<file path="config.mk">
export PLATFORM = sky130hd
export DESIGN_NAME = hdlc_addr_rx
export DESIGN_NICKNAME = d
export VERILOG_FILES = /design/src/rtl/hdlc_rx_pkg.sv /design/src/rtl/hrx_destuff.sv /design/src/rtl/hrx_crc.sv /design/src/rtl/hrx_framer.sv /design/src/rtl/hdlc_addr_rx.sv
export SDC_FILE = /design/constraint.sdc
export NUM_CORES = 1
export LEC_CHECK = 0
export BUFFER_PORTS_ARGS = -buffer_cell sky130_fd_sc_hd__buf_2
export CAP_MARGIN = 10
export CORE_UTILIZATION = 60
export CTS_BUF_LIST = sky130_fd_sc_hd__clkbuf_4 sky130_fd_sc_hd__clkbuf_8 sky130_fd_sc_hd__clkbuf_16
export DETAILED_ROUTE_END_ITERATION = 10
export GPL_ROUTABILITY_DRIVEN = 1
export HOLD_SLACK_MARGIN = 0.02
export PLACE_DENSITY = 0.8
export SYNTH_ARGS = -nofsm -noshare
export SYNTH_HDL_FRONTEND = slang
export SYNTH_SLANG_ARGS = --single-unit
</file>
<file path="constraint.sdc">
create_clock -name clk -period 4.5 [get_ports clk]
set_clock_uncertainty 0.15 [all_clocks]
set_input_delay 0.225 -clock clk [delete_from_list [all_inputs] [get_ports clk]]
set_output_delay 0.225 -clock clk [all_outputs]
set_load 0.05 [all_outputs]
</file>
<file path="src/rtl/hdlc_rx_pkg.sv">
package hdlc_rx_pkg;

   localparam int OCTET_W = 8;
   localparam int CRC_W   = 16;

   typedef struct packed {
      logic                abort;
      logic                crc_bad;
      logic                eof;
      logic [OCTET_W-1:0]  data;
   } rx_entry_t;

   localparam int ENTRY_W = $bits(rx_entry_t);

   // one bit of a reflected (LSB-first) CRC update
   function automatic logic [CRC_W-1:0] crc_bit_step(input logic [CRC_W-1:0] cur,
                                                     input logic             din,
                                                     input logic [CRC_W-1:0] poly);
      logic fb;
      fb = cur[0] ^ din;
      return (cur >> 1) ^ (fb ? poly : '0);
   endfunction

endpackage

</file>
<file path="src/rtl/hrx_destuff.sv">
module hrx_destuff #(
   parameter int STUFF_RUN = 5
) (
   input  logic clk,
   input  logic rst_n,
   input  logic in_vld,
   input  logic in_bit,
   output logic out_vld,
   output logic out_bit,
   output logic flag_hit,
   output logic abort_hit
);
   localparam int FLAG_RUN  = STUFF_RUN + 1;
   localparam int ABORT_RUN = STUFF_RUN + 2;
   localparam int LAG       = FLAG_RUN + 1;       // flag bits already entered when the flag is seen
   localparam int RUN_W     = $clog2(ABORT_RUN + 1);
   localparam int FILL_W    = $clog2(LAG + 1);

   initial begin
      assert (STUFF_RUN >= 2) else $error("STUFF_RUN must be at least 2");
   end

   logic [RUN_W-1:0]  run_q;
   logic [LAG-1:0]    line_q;
   logic [FILL_W-1:0] fill_q;
   logic              is_stuff, is_flag, is_abort, take;

   always_comb begin
      is_stuff = in_vld && !in_bit && (run_q == RUN_W'(STUFF_RUN));
      is_flag  = in_vld && !in_bit && (run_q == RUN_W'(FLAG_RUN));
      is_abort = in_vld &&  in_bit && (run_q == RUN_W'(FLAG_RUN));
      take     = in_vld && ((in_bit && (run_q < RUN_W'(FLAG_RUN))) ||
                            (!in_bit && !is_stuff && !is_flag));
   end

   always_ff @(posedge clk) begin
      if (!rst_n) begin
         run_q     <= '0;
         line_q    <= '0;
         fill_q    <= '0;
         out_vld   <= 1'b0;
         out_bit   <= 1'b0;
         flag_hit  <= 1'b0;
         abort_hit <= 1'b0;
      end else begin
         out_vld   <= 1'b0;
         flag_hit  <= is_flag;
         abort_hit <= is_abort;
         if (in_vld) begin
            if (!in_bit)
               run_q <= '0;
            else if (run_q != RUN_W'(ABORT_RUN))
               run_q <= run_q + 1'b1;
         end
         if (is_flag || is_abort) begin
            fill_q <= '0;
         end else if (take) begin
            line_q <= {line_q[LAG-2:0], in_bit};
            if (fill_q == FILL_W'(LAG)) begin
               out_vld <= 1'b1;
               out_bit <= line_q[LAG-1];
            end else begin
               fill_q <= fill_q + 1'b1;
            end
         end
      end
   end

   p_stuffed_zero_dropped_r2: assert property (@(posedge clk) disable iff (!rst_n)
      (in_vld && !in_bit && run_q == RUN_W'(STUFF_RUN)) |=> (!out_vld && !flag_hit))
      else $error("stuffed zero leaked");

   p_flag_ends_in_zero_r1: assert property (@(posedge clk) disable iff (!rst_n)
      flag_hit |-> $past(in_vld && !in_bit))
      else $error("flag without closing zero");

   p_no_flag_after_abort_r7: assert property (@(posedge clk) disable iff (!rst_n)
      abort_hit |=> !flag_hit)
      else $error("flag directly after abort");

endmodule

</file>
<file path="src/rtl/hrx_crc.sv">
module hrx_crc #(
   parameter logic [15:0] POLY = 16'h8408,
   parameter logic [15:0] SEED = 16'hFFFF
) (
   input  logic        clk,
   input  logic        rst_n,
   input  logic        clr,
   input  logic        step,
   input  logic        din,
   output logic [15:0] crc_q
);
   import hdlc_rx_pkg::*;

   initial begin
      assert (CRC_W == 16) else $error("checker is sized for a 16-bit sequence");
   end

   always_ff @(posedge clk) begin
      if (!rst_n)
         crc_q <= SEED;
      else if (clr)
         crc_q <= SEED;
      else if (step)
         crc_q <= crc_bit_step(crc_q, din, POLY);
   end

endmodule

</file>
<file path="src/rtl/hrx_framer.sv">
module hrx_framer
   import hdlc_rx_pkg::*;
#(
   parameter int          FCS_BYTES = 2,
   parameter logic [15:0] RESIDUE   = 16'hF0B8
) (
   input  logic               clk,
   input  logic               rst_n,
   input  logic               bit_vld,
   input  logic               bit_d,
   input  logic               flag_hit,
   input  logic               abort_hit,
   input  logic [15:0]        crc_q,
   input  logic [OCTET_W-1:0] own_addr,
   output logic               wr_en,
   output rx_entry_t          wr_entry,
   output logic               irq_crc,
   output logic               irq_abort
);
   localparam int HOLD  = FCS_BYTES + 1;
   localparam int CNT_W = $clog2(HOLD + 1);
   localparam int BIT_W = $clog2(OCTET_W);

   initial begin
      assert (FCS_BYTES >= 1) else $error("FCS_BYTES must be positive");
   end

   logic                          in_frame, addr_ok;
   logic [BIT_W-1:0]              bit_cnt;
   logic [OCTET_W-1:0]            shreg, new_byte, abort_pick;
   logic [CNT_W-1:0]              n_bytes;
   logic [HOLD-1:0][OCTET_W-1:0]  hold;
   logic                          byte_done, crc_bad;

   always_comb begin
      new_byte  = {bit_d, shreg[OCTET_W-1:1]};
      byte_done = bit_vld && in_frame && !flag_hit && !abort_hit &&
                  (bit_cnt == BIT_W'(OCTET_W - 1));
      crc_bad   = (crc_q != RESIDUE) || (bit_cnt != '0);
   end

   // oldest completed, unwritten byte
   always_comb begin
      abort_pick = '0;
      for (int i = 0; i < HOLD; i++)
         if (n_bytes == CNT_W'(i + 1))
            abort_pick = hold[i];
   end

   generate
      if (HOLD > 1) begin : g_hold_chain
         always_ff @(posedge clk) begin
            if (!rst_n)         hold <= '0;
            else if (byte_done) hold <= {hold[HOLD-2:0], new_byte};
         end
      end else begin : g_hold_single
         always_ff @(posedge clk) begin
            if (!rst_n)         hold <= '0;
            else if (byte_done) hold <= new_byte;
         end
      end
   endgenerate

   always_ff @(posedge clk) begin
      if (!rst_n) begin
         in_frame  <= 1'b0;
         addr_ok   <= 1'b0;
         bit_cnt   <= '0;
         shreg     <= '0;
         n_bytes   <= '0;
         wr_en     <= 1'b0;
         wr_entry  <= '0;
         irq_crc   <= 1'b0;
         irq_abort <= 1'b0;
      end else begin
         wr_en     <= 1'b0;
         irq_crc   <= 1'b0;
         irq_abort <= 1'b0;
         if (abort_hit) begin
            if (in_frame) begin
               irq_abort <= 1'b1;
               if (addr_ok && n_bytes != '0) begin
                  wr_en    <= 1'b1;
                  wr_entry <= '{abort: 1'b1, crc_bad: 1'b0, eof: 1'b1, data: abort_pick};
               end
            end
            in_frame <= 1'b0;
            addr_ok  <= 1'b0;
            bit_cnt  <= '0;
            n_bytes  <= '0;
         end else if (flag_hit) begin
            if (in_frame && addr_ok && n_bytes == CNT_W'(HOLD)) begin
               wr_en    <= 1'b1;
               wr_entry <= '{abort: 1'b0, crc_bad: crc_bad, eof: 1'b1, data: hold[HOLD-1]};
               irq_crc  <= crc_bad;
            end
            in_frame <= 1'b1;
            addr_ok  <= 1'b0;
            bit_cnt  <= '0;
            n_bytes  <= '0;
         end else if (bit_vld && in_frame) begin
            shreg   <= new_byte;
            bit_cnt <= bit_cnt + 1'b1;
            if (byte_done) begin
               if (n_bytes == '0)
                  addr_ok <= (new_byte == own_addr);
               if (n_bytes == CNT_W'(HOLD)) begin
                  if (addr_ok) begin
                     wr_en    <= 1'b1;
                     wr_entry <= '{abort: 1'b0, crc_bad: 1'b0, eof: 1'b0, data: hold[HOLD-1]};
                  end
               end else begin
                  n_bytes <= n_bytes + 1'b1;
               end
            end
         end
      end
   end

   p_write_needs_match_r3: assert property (@(posedge clk) disable iff (!rst_n)
      wr_en |-> $past(addr_ok))
      else $error("write from unmatched frame");

   p_status_implies_end_r4: assert property (@(posedge clk) disable iff (!rst_n)
      (wr_en && (wr_entry.crc_bad || wr_entry.abort)) |-> wr_entry.eof)
      else $error("status bit without end mark");

   p_crc_irq_with_write_r6: assert property (@(posedge clk) disable iff (!rst_n)
      irq_crc |-> (wr_en && wr_entry.crc_bad))
      else $error("crc interrupt without tagged write");

   p_abort_single_pulse_r11: assert property (@(posedge clk) disable iff (!rst_n)
      irq_abort |=> !irq_abort)
      else $error("abort pulse repeated");

endmodule

</file>
<file path="src/rtl/hdlc_addr_rx.sv">
module hdlc_addr_rx
   import hdlc_rx_pkg::*;
#(
   parameter int          STUFF_RUN   = 5,
   parameter int          FCS_BYTES   = 2,
   parameter logic [15:0] CRC_POLY    = 16'h8408,
   parameter logic [15:0] CRC_SEED    = 16'hFFFF,
   parameter logic [15:0] CRC_RESIDUE = 16'hF0B8
) (
   input  logic               clk,
   input  logic               rst_n,
   input  logic               rx_valid,
   input  logic               rx_bit,
   input  logic [OCTET_W-1:0] own_addr,
   output logic               buf_wr,
   output logic [ENTRY_W-1:0] buf_data,
   output logic               irq_crc_err,
   output logic               irq_abort
);
   logic        d_vld, d_bit, f_hit, a_hit;
   logic [15:0] crc_val;
   rx_entry_t   entry;

   hrx_destuff #(.STUFF_RUN(STUFF_RUN)) u_destuff (
      .clk       (clk),
      .rst_n     (rst_n),
      .in_vld    (rx_valid),
      .in_bit    (rx_bit),
      .out_vld   (d_vld),
      .out_bit   (d_bit),
      .flag_hit  (f_hit),
      .abort_hit (a_hit)
   );

   hrx_crc #(.POLY(CRC_POLY), .SEED(CRC_SEED)) u_crc (
      .clk   (clk),
      .rst_n (rst_n),
      .clr   (f_hit | a_hit),
      .step  (d_vld),
      .din   (d_bit),
      .crc_q (crc_val)
   );

   hrx_framer #(.FCS_BYTES(FCS_BYTES), .RESIDUE(CRC_RESIDUE)) u_framer (
      .clk       (clk),
      .rst_n     (rst_n),
      .bit_vld   (d_vld),
      .bit_d     (d_bit),
      .flag_hit  (f_hit),
      .abort_hit (a_hit),
      .crc_q     (crc_val),
      .own_addr  (own_addr),
      .wr_en     (buf_wr),
      .wr_entry  (entry),
      .irq_crc   (irq_crc_err),
      .irq_abort (irq_abort)
   );

   assign buf_data = entry;

   p_entry_kind_r4: assert property (@(posedge clk) disable iff (!rst_n)
      buf_wr |-> $onehot0({buf_data[10], buf_data[9]}))
      else $error("entry tagged both abort and crc error");

endmodule

</file>
== Yosys cells after proc, flatten, opt, wreduce, memory -nomap -nowiden ==
Index checks and enable logic that the tools add are counted.

* Logic and storage cells: 125
* Output and inout port bits: 14
* Bits in latches: 0
* Memories: 0
* Memory bits (writable): 0
* Register bits after elaboration: 86
* Input bits: 12
* Bits in read-only memories: 0

* Order comparisons: 1
* Bitwise logic cells: 11
* Multiplexer cells: 26
* Reductions and logical operators: 46
* Shift operators: 0
* $add $sub $neg: 4
* Divide/modulo/power cells: 0
* Eq/ne operators: 14
* $mul: 0

{| class="wikitable"
|+ Operator list
! operator !! number
|-
| 11-bit two-way mux || 9
|-
| 8-bit two-way mux || 3
|-
| 1-bit logical AND || 16
|-
| 16-bit two-way mux || 1
|-
| 16-bit != test (second input constant) || 1
|-
| 15-bit by 16-bit bitwise XOR with 16-bit output || 1
|-
| 3-bit nonzero test || 5
|-
| 3-bit equality test (second input constant) || 4
|-
| 3-bit AND reduction || 4
|-
| 1-bit two-way mux || 11
|-
| 3-bit by 1-bit adder with 3-bit output (second input constant) || 3
|-
| 8-bit equality test || 1
|-
| 1-bit inverter || 8
|-
| 2-bit AND reduction || 4
|-
| 7-bit AND reduction || 1
|-
| 3-bit two-way mux || 2
|-
| 2-bit by 1-bit != test with 1-bit output (second input constant) || 3
|-
| 2-bit OR reduction || 3
|-
| 3-bit OR reduction || 2
|-
| 1-bit logical NOT || 5
|-
| 2-bit equality test (second input constant) || 2
|-
| 4-bit OR reduction || 1
|-
| 1-bit logical OR || 3
|-
| 3-bit < comparator (second input constant) || 1
|-
| other kinds (8) || 8
|}

== Depth between registers and ports, before layout ==
* Depth after elaboration: 10
* Mapped depth: 8
* Mapped depth without buffers: 6

== Modules after synthesis ==
A second synthesis with hierarchy kept.

* Cells, all modules: 426
* Area total of the unflattened synthesis: 3921.3 µm²

{| class="wikitable"
|+ By module, submodules not included
! module !! cells each !! sequential area each (µm²) !! area each (µm²) !! times used
|-
| hrx_framer || 282 || 1041.0 || 2427.3 || 1
|-
| hrx_destuff || 86 || 340.3 || 857.1 || 1
|-
| hrx_crc || 57 || 320.3 || 630.6 || 1
|-
| hdlc_addr_rx || 1 || 0.0 || 6.3 || 1
|}

== Worst setup path after synthesis ==
No wires, ideal clock.

* Path kind: register to register
* Start point: register u_destuff.run_q[0]
* End point: register u_destuff.fill_q[0]
* Path buffers: 0
* Library setup time: 69 ps
* Setup slack: 2780 ps
* Stages on the path, launching flop included: 7
* Arrival time: 1501 ps
* Period minus slack after synthesis: 1720 ps
* Required time: 4281 ps
* Cells stage by stage: dfxtp_1 inv_1 ha_1 and3_1 nor2_1 or4b_1 o21ai_1

* Cells in the longest elaborated chain, start to end: 8
* Elaborated cells on any way between the ends: 16
* Classes of those cells: order compare: 1; eq/ne: 2; reduce/logical: 13

{| class="wikitable"
|+ RTL lines
! item !! RTL line !! source
|-
| from (decl) || hrx_destuff.sv:23 || <nowiki>logic [RUN_W-1:0] run_q;</nowiki>
|-
| from (signal assigned) || hrx_destuff.sv:53 || <nowiki>run_q <= run_q + 1'b1;</nowiki>
|-
| 3-bit equality test || hrx_destuff.sv:29 || <nowiki>is_stuff = in_vld && !in_bit && (run_q == RUN_W'(STUFF_RUN));</nowiki>
|-
| 1-bit logical AND || hrx_destuff.sv:29 ||
|-
| 1-bit logical NOT || hrx_destuff.sv:33 || <nowiki>(!in_bit && !is_stuff && !is_flag));</nowiki>
|-
| 1-bit logical AND (2 in series) || hrx_destuff.sv:33 ||
|-
| 1-bit logical OR || hrx_destuff.sv:32 || <nowiki>take = in_vld && ((in_bit && (run_q < RUN_W'(FLAG_RUN))) ||</nowiki>
|-
| 1-bit logical AND || hrx_destuff.sv:32 ||
|-
| 2-bit AND reduction (no line) || - ||
|-
| to (signal assigned) || hrx_destuff.sv:63 || <nowiki>fill_q <= fill_q + 1'b1;</nowiki>
|-
| to (decl) || hrx_destuff.sv:25 || <nowiki>logic [FILL_W-1:0] fill_q;</nowiki>
|}

Several ways; a longest one is shown, not always the timed one.
A chain may end at the register's enable or synchronous reset.

== Worst setup path after layout ==
* Start point: register u_destuff.out_vld
* End point: register u_framer.n_bytes[1]

* Cells in the longest elaborated chain, start to end: 5

{| class="wikitable"
|+ RTL lines
! item !! RTL line !! source
|-
| from (decl) || hrx_destuff.sv:8 || <nowiki>output logic out_vld,</nowiki>
|-
| from (signal assigned) || hrx_destuff.sv:41 || <nowiki>out_vld <= 1'b0;</nowiki>
|-
| from (signal assigned) || hrx_destuff.sv:46 || <nowiki>out_vld <= 1'b0;</nowiki>
|-
| from (signal assigned) || hrx_destuff.sv:60 || <nowiki>out_vld <= 1'b1;</nowiki>
|-
| 1-bit logical AND * || hrx_framer.sv:37, hrx_framer.sv:101 ||
|-
| 1-bit logical AND (3 in series) || hrx_framer.sv:37 || <nowiki>byte_done = bit_vld && in_frame && !flag_hit && !abort_hit &&</nowiki>
|-
| 3-bit AND reduction (no line) * || - ||
|-
| to (signal assigned) || hrx_framer.sv:113 || <nowiki>n_bytes <= n_bytes + 1'b1;</nowiki>
|-
| to (decl) || hrx_framer.sv:31 || <nowiki>logic [CNT_W-1:0] n_bytes;</nowiki>
|}

Mark *: on every way between the ends. The rest lies on a longest branch, timed or not.

==> impl_metrics.ini <==
[status]
status = completed

[synth]
ys.flop_type = dfxtp_1
synth_nets = 438
synthMuxAreaShare_pct = 11.3
synthAdderAreaFrac_pct = 4.45
synth_cell_types = 44
synthTopCellsByArea = dfxtp_1 47%, nand2_1 12%, mux2i_1 11%
ys_seq_area_share_pct = 46.6
synth_top_family_by_area = simple AND/OR/NAND/NOR gates
synth_largest_area_cell = dfxtp_1
synth_area_per_cell_sq_um = 8.85
netlist_instances = 413
synth_simple_gate_area_share_pct = 20.1
yosys_warnings = 0
synthXorXnorAreaFrac_pct = 2.88
synth_seq_cells = 85
synth_compound_area_share_pct = 10.6
synth-edff-count = 0
ys_async_sr_fraction_pct = 0
syn_area_sq_um = 3650
synth_top_area_share_pct = 46.6

[critical_path]
rr_worst_depth = 5
arrival_ns = 2.63
critPathLaunch = u_destuff.out_vld
critical_path.max_stage_delay_ns = 0.77
crit_slowest_cell = and2_1
critical_path.max_fanout = 25
crit-reg2reg-launch = u_destuff.out_vld
reg2reg_slack_ns = 1.98
path_cells = buf_4 > and4bb_1 > and2_1 > nand3b_1 > a21oi_1
cp-end-kind = flop
r2r_end = u_framer.n_bytes[1]
path_class = reg2reg
required_ns = 4.62
start_kind = flop

[clock_network]
clockBufferDepth = 2
h-tree-depth = 3
cts-buffers-inserted = 9
cts.sink_count = 85
worstSkewPairLatency_ns = 0.35
cts_tree = done
holdBufCountCts = 1
clk_pin_slew_ns = 0.08
post_cts_resized = 0
clock-root-buffer = clkbuf_8
cts_setup_buffers = 0

[final_layout]
nets = 453
n_antenna_cell = 0
area_growth_pct = 8.29
fill_cells = 501
multi_input_area_sq_um = 1800
drive_gt1_share_pct = 10.4
final_cell_mix = 115 x nand2_1, 85 x dfxtp_1, 39 x mux2i_1
layout_commonest_cell = nand2_1
post-route-util_pct = 67.2
final_cells = 506
seq_area_sq_um = 1700

[sta]
rsz0062_at_grt = false
period_share_pct = 55.9
final_max_slew_viol_count = 0
finalHoldViolations = 0
finalSetupTns_ns = 0
worst_pin_slew_ns = 1.09
slew_headroom_pct = 27.3
whs_ns = 0.0805
max_freq_mhz = 398
period_needed_ns = 2.52
setup_viol = 0

[detailed_routing]
drc = 0
dr.pass1.iters = 4
wl_per_cell_microns = 13.2
vias = 2771
antenna_left = 0
drt-total-wl_microns = 6690
drtIter0Drc = 193
via_per_inst = 5.48

[min_path]
holdPathEnd = u_destuff.out_vld
holdCritStartpoint = rx_valid
holdPathStages = 3
hold_class = in2reg

[run]
cap_violations = 0

[global_route]
grt_pass1_wl_microns = 11100
antenna_found_initial = 0
grt_usage_pct = 22.6
first_global_vias = 2497
grt_max_degree = 40
gr-total-overflow = 0

[die]
die_w_microns = 80.0
ios = 26
fp-row-count = 28
core_area_sq_um = 5890
start_util_pct = 62.1
die_h_microns = 80.0
die-area_sq_um = 6410

[placed_design]
gp_congestion = 0.740
place_inst = 491
portBuffers = 25
dp_hpwl_microns = 4580

[power_and_ir_drop]
cellPowerDensity_nw_per_um2 = 334
p_leak_nw = 1.48
ir_drop_mv = 0.203
==> through the flow <==
stage	setup slack, ns	instance area, sq um	total power [mW]
2_1_floorplan	2.78	3650	0.803
3_3_place_gp	2.08	3760	0.813
3_5_place_dp	2.01	3760	0.815
4_1_cts	1.97	3960	1.33
5_1_grt	1.75	3960	1.37
6_report	1.98	3960	1.32
==> layout make-up <==
class                   instances  share of cell area, %
well taps                      75                   2.37
clock buffers                  12                   3.86
clock inverters                 2                  0.886
flip-flops and latches         85                   43.0
inverters                       7                  0.664
multi-input cells             298                   45.6
repair buffers                 27                   3.61
==> kinds of logic after synthesis <==
group	Yosys count
compound gates	64
xor+xnor	12
fa+ha+maj	13
buf+inv	30
flops	85
mux	41
simple gates	168
==> state kept, by name (all words and copies together), names as in the netlist, 2 cells and up <==
signal	flops
u_framer.hold	24
u_framer.n_bytes	2
u_framer.wr_entry	11
u_destuff.fill_q	3
u_framer.bit_cnt	3
u_destuff.run_q	3
u_framer.shreg	7
u_destuff.line_q	7
u_crc.crc_q	16
==> cell usage after synthesis (all sizes together), types with 7 or more instances <==
cell type and number:
o21ai 7, nor2 21, inv 7, buf 12, dfxtp 85, mux2i 39, a21oi 32, nand2 116
o211ai 16, xnor2 12, ha 13, clkbuf 11
==> power breakdown <==
group	leakage [nW]	internal (mW)	switching, mW	total (mW)
Combinational	0.696	0.0145	0.0252	0.0397
Sequential	0.686	0.755	0.00236	0.758
Clock	0.0991	0.277	0.247	0.524
==> per-layer routing <==
layer	GRT usage, %	share of wire (%)	up-vias
li1	-	-	1423
met3	5.49	4.3	8
met5	0	0	-
met1	29.4	49	1282
met2	36.2	45	58
met4	8.75	1.3	0
==> how the worst max path moves through the flow <==
stage,endpoint
final,u_framer.n_bytes[1]
after global routing,u_framer.n_bytes[1]
after CTS,u_framer.n_bytes[1]
after detailed placement,u_framer.n_bytes[1]
after global placement,u_framer.n_bytes[1]
after floorplan,u_destuff.fill_q[0]
==> worst max-delay path, delay by kind of cell (launching register included) <==
kind	cells	cell delay, ns
buffers and inverters	1	0.29
AOI/OAI and AO/OA	1	0.16
DFF	1	0.31
and+or+nand+nor	3	1.52
No activity file was read; power rests on OpenSTA's default activity.
